$ cat config.mk
export PLATFORM = sky130hd
export DESIGN_NAME = sem_bank
export DESIGN_NICKNAME = d
export VERILOG_FILES = /design/src/rtl/sem_pkg.sv /design/src/rtl/sem_port_dec.sv /design/src/rtl/sem_cell.sv /design/src/rtl/sem_readmux.sv /design/src/rtl/sem_bank.sv
export SDC_FILE = /design/constraint.sdc
export NUM_CORES = 1
export LEC_CHECK = 0
export ABC_AREA = 1
export ABC_CLOCK_PERIOD_IN_PS = 4250
export BUFFER_PORTS_ARGS = -buffer_cell sky130_fd_sc_hd__buf_2
export CAP_MARGIN = 40
export CORE_UTILIZATION = 45
export DETAILED_ROUTE_END_ITERATION = 7
export GPL_TIMING_DRIVEN = 0
export PLACE_DENSITY = 0.86
export SYNTH_ARGS = -nofsm -noshare
export SYNTH_HDL_FRONTEND = slang
export SYNTH_SLANG_ARGS = --single-unit
$ cat constraint.sdc
create_clock -name clk -period 4.25 [get_ports clk]
set_input_delay 1.275 -clock clk [delete_from_list [all_inputs] [get_ports clk]]
set_output_delay 1.275 -clock clk [all_outputs]
set_load 0.05 [all_outputs]
$ cat src/rtl/sem_pkg.sv
// Package: shared types for the semaphore bank.
// Assumes: nothing; pure type definitions.
package sem_pkg;

    // Who currently holds a flag.
    typedef enum logic [1:0] {
        OWN_NONE  = 2'd0,
        OWN_LEFT  = 2'd1,
        OWN_RIGHT = 2'd2
    } owner_e;

endpackage

$ cat src/rtl/sem_port_dec.sv
// Module: sem_port_dec
// Turns one port's write access into per-flag request-set and request-clear strobes.
// Assumes: NUM_FLAGS is a power of two; only index bits of the address and bit 0 of the data matter.
module sem_port_dec #(
    parameter int NUM_FLAGS = 8,
    parameter int ADDR_W    = 15,
    parameter int DATA_W    = 8,
    localparam int IDX_W    = $clog2(NUM_FLAGS)
) (
    input  logic                 sel,
    input  logic                 wr,
    input  logic [ADDR_W-1:0]    addr,
    input  logic [DATA_W-1:0]    wdata,
    output logic [IDX_W-1:0]     idx,
    output logic [NUM_FLAGS-1:0] req_set,
    output logic [NUM_FLAGS-1:0] req_clr
);

    logic unused_bits;

    // Upper address and data bits carry no meaning here.
    assign unused_bits = ^{addr[ADDR_W-1:IDX_W], wdata[DATA_W-1:1]};

    // Flag index is the low address field.
    assign idx = addr[IDX_W-1:0];

    for (genvar g = 0; g < NUM_FLAGS; g++) begin : g_flag
        logic hit;
        // A write strobe lands on this flag only with select and write both high.
        assign hit        = sel && wr && (idx == IDX_W'(g));
        // Data bit 0 low requests, high releases.
        assign req_set[g] = hit && !wdata[0];
        assign req_clr[g] = hit &&  wdata[0];
    end

endmodule

$ cat src/rtl/sem_cell.sv
// Module: sem_cell
// One token flag: a request flip-flop per side plus a sticky ownership register.
// Assumes: set and clear for one side are never both high (guaranteed by the decoder).
module sem_cell
    import sem_pkg::*;
(
    input  logic clk,
    input  logic rst_n,
    input  logic l_set,
    input  logic l_clr,
    input  logic r_set,
    input  logic r_clr,
    output logic own_l,
    output logic own_r
);

    logic   req_l, req_r;
    logic   req_l_n, req_r_n;
    owner_e owner, owner_n;

    // Next request state: a 0-write raises the request, a 1-write drops it.
    always_comb begin
        req_l_n = l_set ? 1'b1 : (l_clr ? 1'b0 : req_l);
        req_r_n = r_set ? 1'b1 : (r_clr ? 1'b0 : req_r);
    end

    // Ownership: the holder keeps it while requesting; otherwise grant, left first.
    always_comb begin
        if (owner == OWN_LEFT && req_l_n)
            owner_n = OWN_LEFT;
        else if (owner == OWN_RIGHT && req_r_n)
            owner_n = OWN_RIGHT;
        else if (req_l_n)
            owner_n = OWN_LEFT;
        else if (req_r_n)
            owner_n = OWN_RIGHT;
        else
            owner_n = OWN_NONE;
    end

    // State registers with synchronous reset to free, no requests.
    always_ff @(posedge clk) begin
        if (!rst_n) begin
            req_l <= 1'b0;
            req_r <= 1'b0;
            owner <= OWN_NONE;
        end else begin
            req_l <= req_l_n;
            req_r <= req_r_n;
            owner <= owner_n;
        end
    end

    assign own_l = (owner == OWN_LEFT);
    assign own_r = (owner == OWN_RIGHT);

    // a lone request on a free flag is granted.
    p_grant_free_r3: assert property (@(posedge clk) disable iff (!rst_n)
        (!own_l && !own_r && l_set && !r_set) |=> own_l);

    // the owner keeps the flag until it releases.
    p_keep_owner_r4: assert property (@(posedge clk) disable iff (!rst_n)
        (own_l && !l_clr) |=> own_l);

    // same for the right owner.
    p_keep_owner_right_r4: assert property (@(posedge clk) disable iff (!rst_n)
        (own_r && !r_clr) |=> own_r);

    // a release with the other side requesting hands the flag over.
    p_handoff_r5: assert property (@(posedge clk) disable iff (!rst_n)
        (own_l && l_clr && (req_r || r_set) && !r_clr) |=> own_r);

    // a release with nobody waiting frees the flag.
    p_free_r5: assert property (@(posedge clk) disable iff (!rst_n)
        (own_r && r_clr && !req_l && !l_set) |=> (!own_l && !own_r));

    // same-cycle requests on a free flag go to the left side.
    p_tie_left_r6: assert property (@(posedge clk) disable iff (!rst_n)
        (!own_l && !own_r && l_set && r_set) |=> (own_l && req_r));

    // with no strobes, nothing moves.
    p_idle_stable_r10: assert property (@(posedge clk) disable iff (!rst_n)
        (!l_set && !l_clr && !r_set && !r_clr) |=> ($stable(own_l) && $stable(own_r)));

endmodule

$ cat src/rtl/sem_readmux.sv
// Module: sem_readmux
// Read-back path for one port: picks the indexed flag and replicates its status.
// Assumes: own holds this side's ownership bits; status is 0 when this side owns.
module sem_readmux #(
    parameter int NUM_FLAGS = 8,
    parameter int DATA_W    = 8,
    localparam int IDX_W    = $clog2(NUM_FLAGS)
) (
    input  logic                 sel,
    input  logic [IDX_W-1:0]     idx,
    input  logic [NUM_FLAGS-1:0] own,
    output logic [DATA_W-1:0]    rdata
);

    logic status;

    // Active-low status of the selected flag as seen from this side.
    assign status = ~own[idx];

    // Replicate across the bus while selected, drive zero otherwise.
    always_comb begin
        rdata = sel ? {DATA_W{status}} : '0;
    end

    // the read bus never shows a mixed pattern.
    always_comb begin
        p_replicated_r7: assert (rdata == '0 || rdata == '1);
    end

endmodule

$ cat src/rtl/sem_bank.sv
// Module: sem_bank (top)
// Bank of token flags shared by a left and a right port, with request/release writes.
// Assumes: both ports run on clk; reads are combinational from the registered state.
module sem_bank #(
    parameter int NUM_FLAGS = 8,
    parameter int ADDR_W    = 15,
    parameter int DATA_W    = 8,
    localparam int IDX_W    = $clog2(NUM_FLAGS)
) (
    input  logic              clk,
    input  logic              rst_n,
    input  logic              lf_sel,
    input  logic              lf_wr,
    input  logic [ADDR_W-1:0] lf_addr,
    input  logic [DATA_W-1:0] lf_wdata,
    output logic [DATA_W-1:0] lf_rdata,
    input  logic              rt_sel,
    input  logic              rt_wr,
    input  logic [ADDR_W-1:0] rt_addr,
    input  logic [DATA_W-1:0] rt_wdata,
    output logic [DATA_W-1:0] rt_rdata
);

    logic [IDX_W-1:0]     l_idx, r_idx;
    logic [NUM_FLAGS-1:0] l_set, l_clr, r_set, r_clr;
    logic [NUM_FLAGS-1:0] own_l, own_r;

    sem_port_dec #(.NUM_FLAGS(NUM_FLAGS), .ADDR_W(ADDR_W), .DATA_W(DATA_W)) u_dec_l (
        .sel(lf_sel), .wr(lf_wr), .addr(lf_addr), .wdata(lf_wdata),
        .idx(l_idx), .req_set(l_set), .req_clr(l_clr)
    );

    sem_port_dec #(.NUM_FLAGS(NUM_FLAGS), .ADDR_W(ADDR_W), .DATA_W(DATA_W)) u_dec_r (
        .sel(rt_sel), .wr(rt_wr), .addr(rt_addr), .wdata(rt_wdata),
        .idx(r_idx), .req_set(r_set), .req_clr(r_clr)
    );

    for (genvar g = 0; g < NUM_FLAGS; g++) begin : g_cell
        sem_cell u_cell (
            .clk(clk), .rst_n(rst_n),
            .l_set(l_set[g]), .l_clr(l_clr[g]),
            .r_set(r_set[g]), .r_clr(r_clr[g]),
            .own_l(own_l[g]), .own_r(own_r[g])
        );
    end

    sem_readmux #(.NUM_FLAGS(NUM_FLAGS), .DATA_W(DATA_W)) u_rd_l (
        .sel(lf_sel), .idx(l_idx), .own(own_l), .rdata(lf_rdata)
    );

    sem_readmux #(.NUM_FLAGS(NUM_FLAGS), .DATA_W(DATA_W)) u_rd_r (
        .sel(rt_sel), .idx(r_idx), .own(own_r), .rdata(rt_rdata)
    );

    // the two sides never both read a flag as their own.
    p_views_differ_r4: assert property (@(posedge clk) disable iff (!rst_n)
        (lf_sel && rt_sel && l_idx == r_idx) |-> !(lf_rdata == '0 && rt_rdata == '0));

endmodule

==> results.yml <==
power_and_ir_drop:
  leakage_nw: 1.04
  ir_drop_mv: 0.152
  power_density_nw_per_um2: 348
global_routing:
  antenna_found_initial: 0
  overflow: 0
  grt_use_total_pct: 19.7
  grt_max_degree: 11
  grt_first_pass_wirelength_mm: 6.22
  grt_pass1_vias: 1460
setup_path:
  cp_slowest_stage_delay_ns: 0.36
  critical-path-slowest-cell: "nor2_1"
  worstPathArrival_ns: 2.75
  path_cells: "buf_2 > nand2_1 > clkinv_1 > nand2_1 > nand2_1 > nor2_1 > nor2_1 > nor2_1 > buf_4 > buf_2"
  critPathKind: "input port to output port"
  critPathMaxFanout: 8
  path_buf_inv: 4
  crit_family: "simple AND/OR/NAND/NOR gates"
  end_kind: "output port"
  cp-start-kind: "input port"
  crit_required_ns: 2.97
timing:
  skew_ns: 0.00330
  max_freq_ghz: 0.249
  tightest_slew_ns: 0.434
  min_period_ns: 4.02
  fin_crit_sh_pct: 94.6
  final.setup.tns_ns: 0
  max-slew-margin-rel_pct: 71.0
  slew_viol_final: 0
  hold_viol: 0
  rsz0062_at_grt: "false"
  setup_viol: 0
logic_synthesis:
  syn_inst: 268
  netlist_area_um2: 1760
  yosysWarningCount: 0
  synth.distinct_cells: 17
  postSynthAreaPerCell_um2: 6.55
  synth_seq_cells: 32
  seq_area_frac_synth_pct: 36.5
  synth_fp_nets: 320
finish:
  diodes: 0
  fin_area_um2: 2060
  final_util_pct: 55.8
  final_common_cell: "nand2_1"
  multiInputGateArea_um2: 783
  fillers: 375
  nNetsFinal: 354
  final_cells: 351
  syn2layout_area_growth_pct: 17.2
  drive_gt1_share_pct: 22.4
  seq_area_um2: 641
  most-common-layout-cells: "54 x nand2_1, 44 x nor2_1, 44 x inv_1"
drt:
  drc: 0
  drt-initial-drc-count: 43
  via_count: 1651
  ant_nets: 0
  via_per_inst: 4.70
  wl_per_cell_um: 10.2
  drtPass1Iterations: 4
  wl_mm: 3.57
clock_tree:
  clk_latency_ns: 0.28
  cts-resized-gates: 0
  cts.path.max_buffers: 2
  post_cts_buffers: 0
  cts_buffers: 5
  hold_buffers: 0
  cts_root_buffer: "clkbuf_8"
  cts_tree: "yes"
  cts_sinks: 32
  cts.clk_slew.worst_paths_ns: 0.07
  cts_max_level: 2
die:
  coreArea_um2: 3690
  ios: 68
  start_util_pct: 47.6
  rows: 22
  die_width_um: 64.5
  fp.dieArea_um2: 4150
  dieHeight_um: 64.5
flow_run:
  cap_violations: 0
placed_design:
  port_buffers: 27
  gp_congestion: 0.922
  placed_area_um2: 1950
  hpwl_mm: 2.80
  placedCellCount: 343
min_path:
  hp-class: "flop to flop"
status:
  status: "completed"
==> final cells by class <==
type | instances | area share (%)
well taps | 48 | 2.92
inverters | 51 | 9.30
flip-flops and latches | 32 | 31.1
plain buffers | 19 | 6.81
clock buffers | 6 | 3.53
repair buffers | 27 | 6.57
multi-input cells | 166 | 38.1
clock inverters | 2 | 1.70
==> power breakdown <==
group	internal [W]	total, W	switching [W]
registers	0.000307	0.000309	0.00000203
clock network	0.000174	0.000287	0.000113
logic	0.0000359	0.000122	0.0000857
total	0.000516	0.000717	0.000201
==> per-stage QoR <==
step                      setup slack (ns)  total power, W  hold slack [ns]
after global routing                0.0309        0.000747            0.580
after global placement               0.279        0.000434            0.534
after floorplan                     0.0439        0.000408            0.510
after detailed placement             0.207        0.000437            0.537
final                                0.230        0.000717            0.551
after CTS                            0.206        0.000722            0.551
==> metal layers <==
metal	wire [µm]	global-route usage [%]
met4	65	8.33
met5	0	0
met2	1600	32.1
met3	220	4.93
met1	1680	24.5
==> tightest hold or removal path, cell delays in order, from the launching register on <==
cell     delay (ns)
dfxtp_1        0.30
inv_1          0.04
nand2_1        0.04
nand2_1        0.08
nor2_2         0.04
==> state kept, by name (all words and copies together), names as in the netlist <==
signal / flops
g_cell.u_cell.owner: 16
g_cell.u_cell.req_r: 8
g_cell.u_cell.req_l: 8
==> cell usage after synthesis (all sizes together) <==
cell type	number	area, µm²
nand4	12	75.1
dfxtp	32	641
nand2	54	203
buf	19	140
nand3	29	150
o211ai	4	30.0
o21ai	5	25.0
nor2	54	248
o21bai	2	15.0
inv	48	180
and2	6	37.5
clkinv	3	11.3
==> final timing paths <==
check	from	endpoint	slack (ns)	cells past startpoint
worst max-delay path	rt_addr[0]	rt_rdata[1]	0.23	10
worst min-delay path	g_cell[2].u_cell.req_r	g_cell[2].u_cell.req_r	0.55	4
worst max register to register	g_cell[6].u_cell.owner[1]	g_cell[6].u_cell.owner[0]	3.37	4
worst min register to register	g_cell[2].u_cell.req_r	g_cell[2].u_cell.req_r	0.55	4
==> kinds of logic (layout without fill, tap and decap cells) <==
logic type | after synthesis | in the layout | synth area share, %
AOI/OAI and AO/OA | 11 | 11 | 3.99
buffers and inverters | 70 | 105 | 18.9
DFF | 32 | 32 | 36.5
and+or+nand+nor | 155 | 155 | 40.6
(Power assumes the default switching activity.)
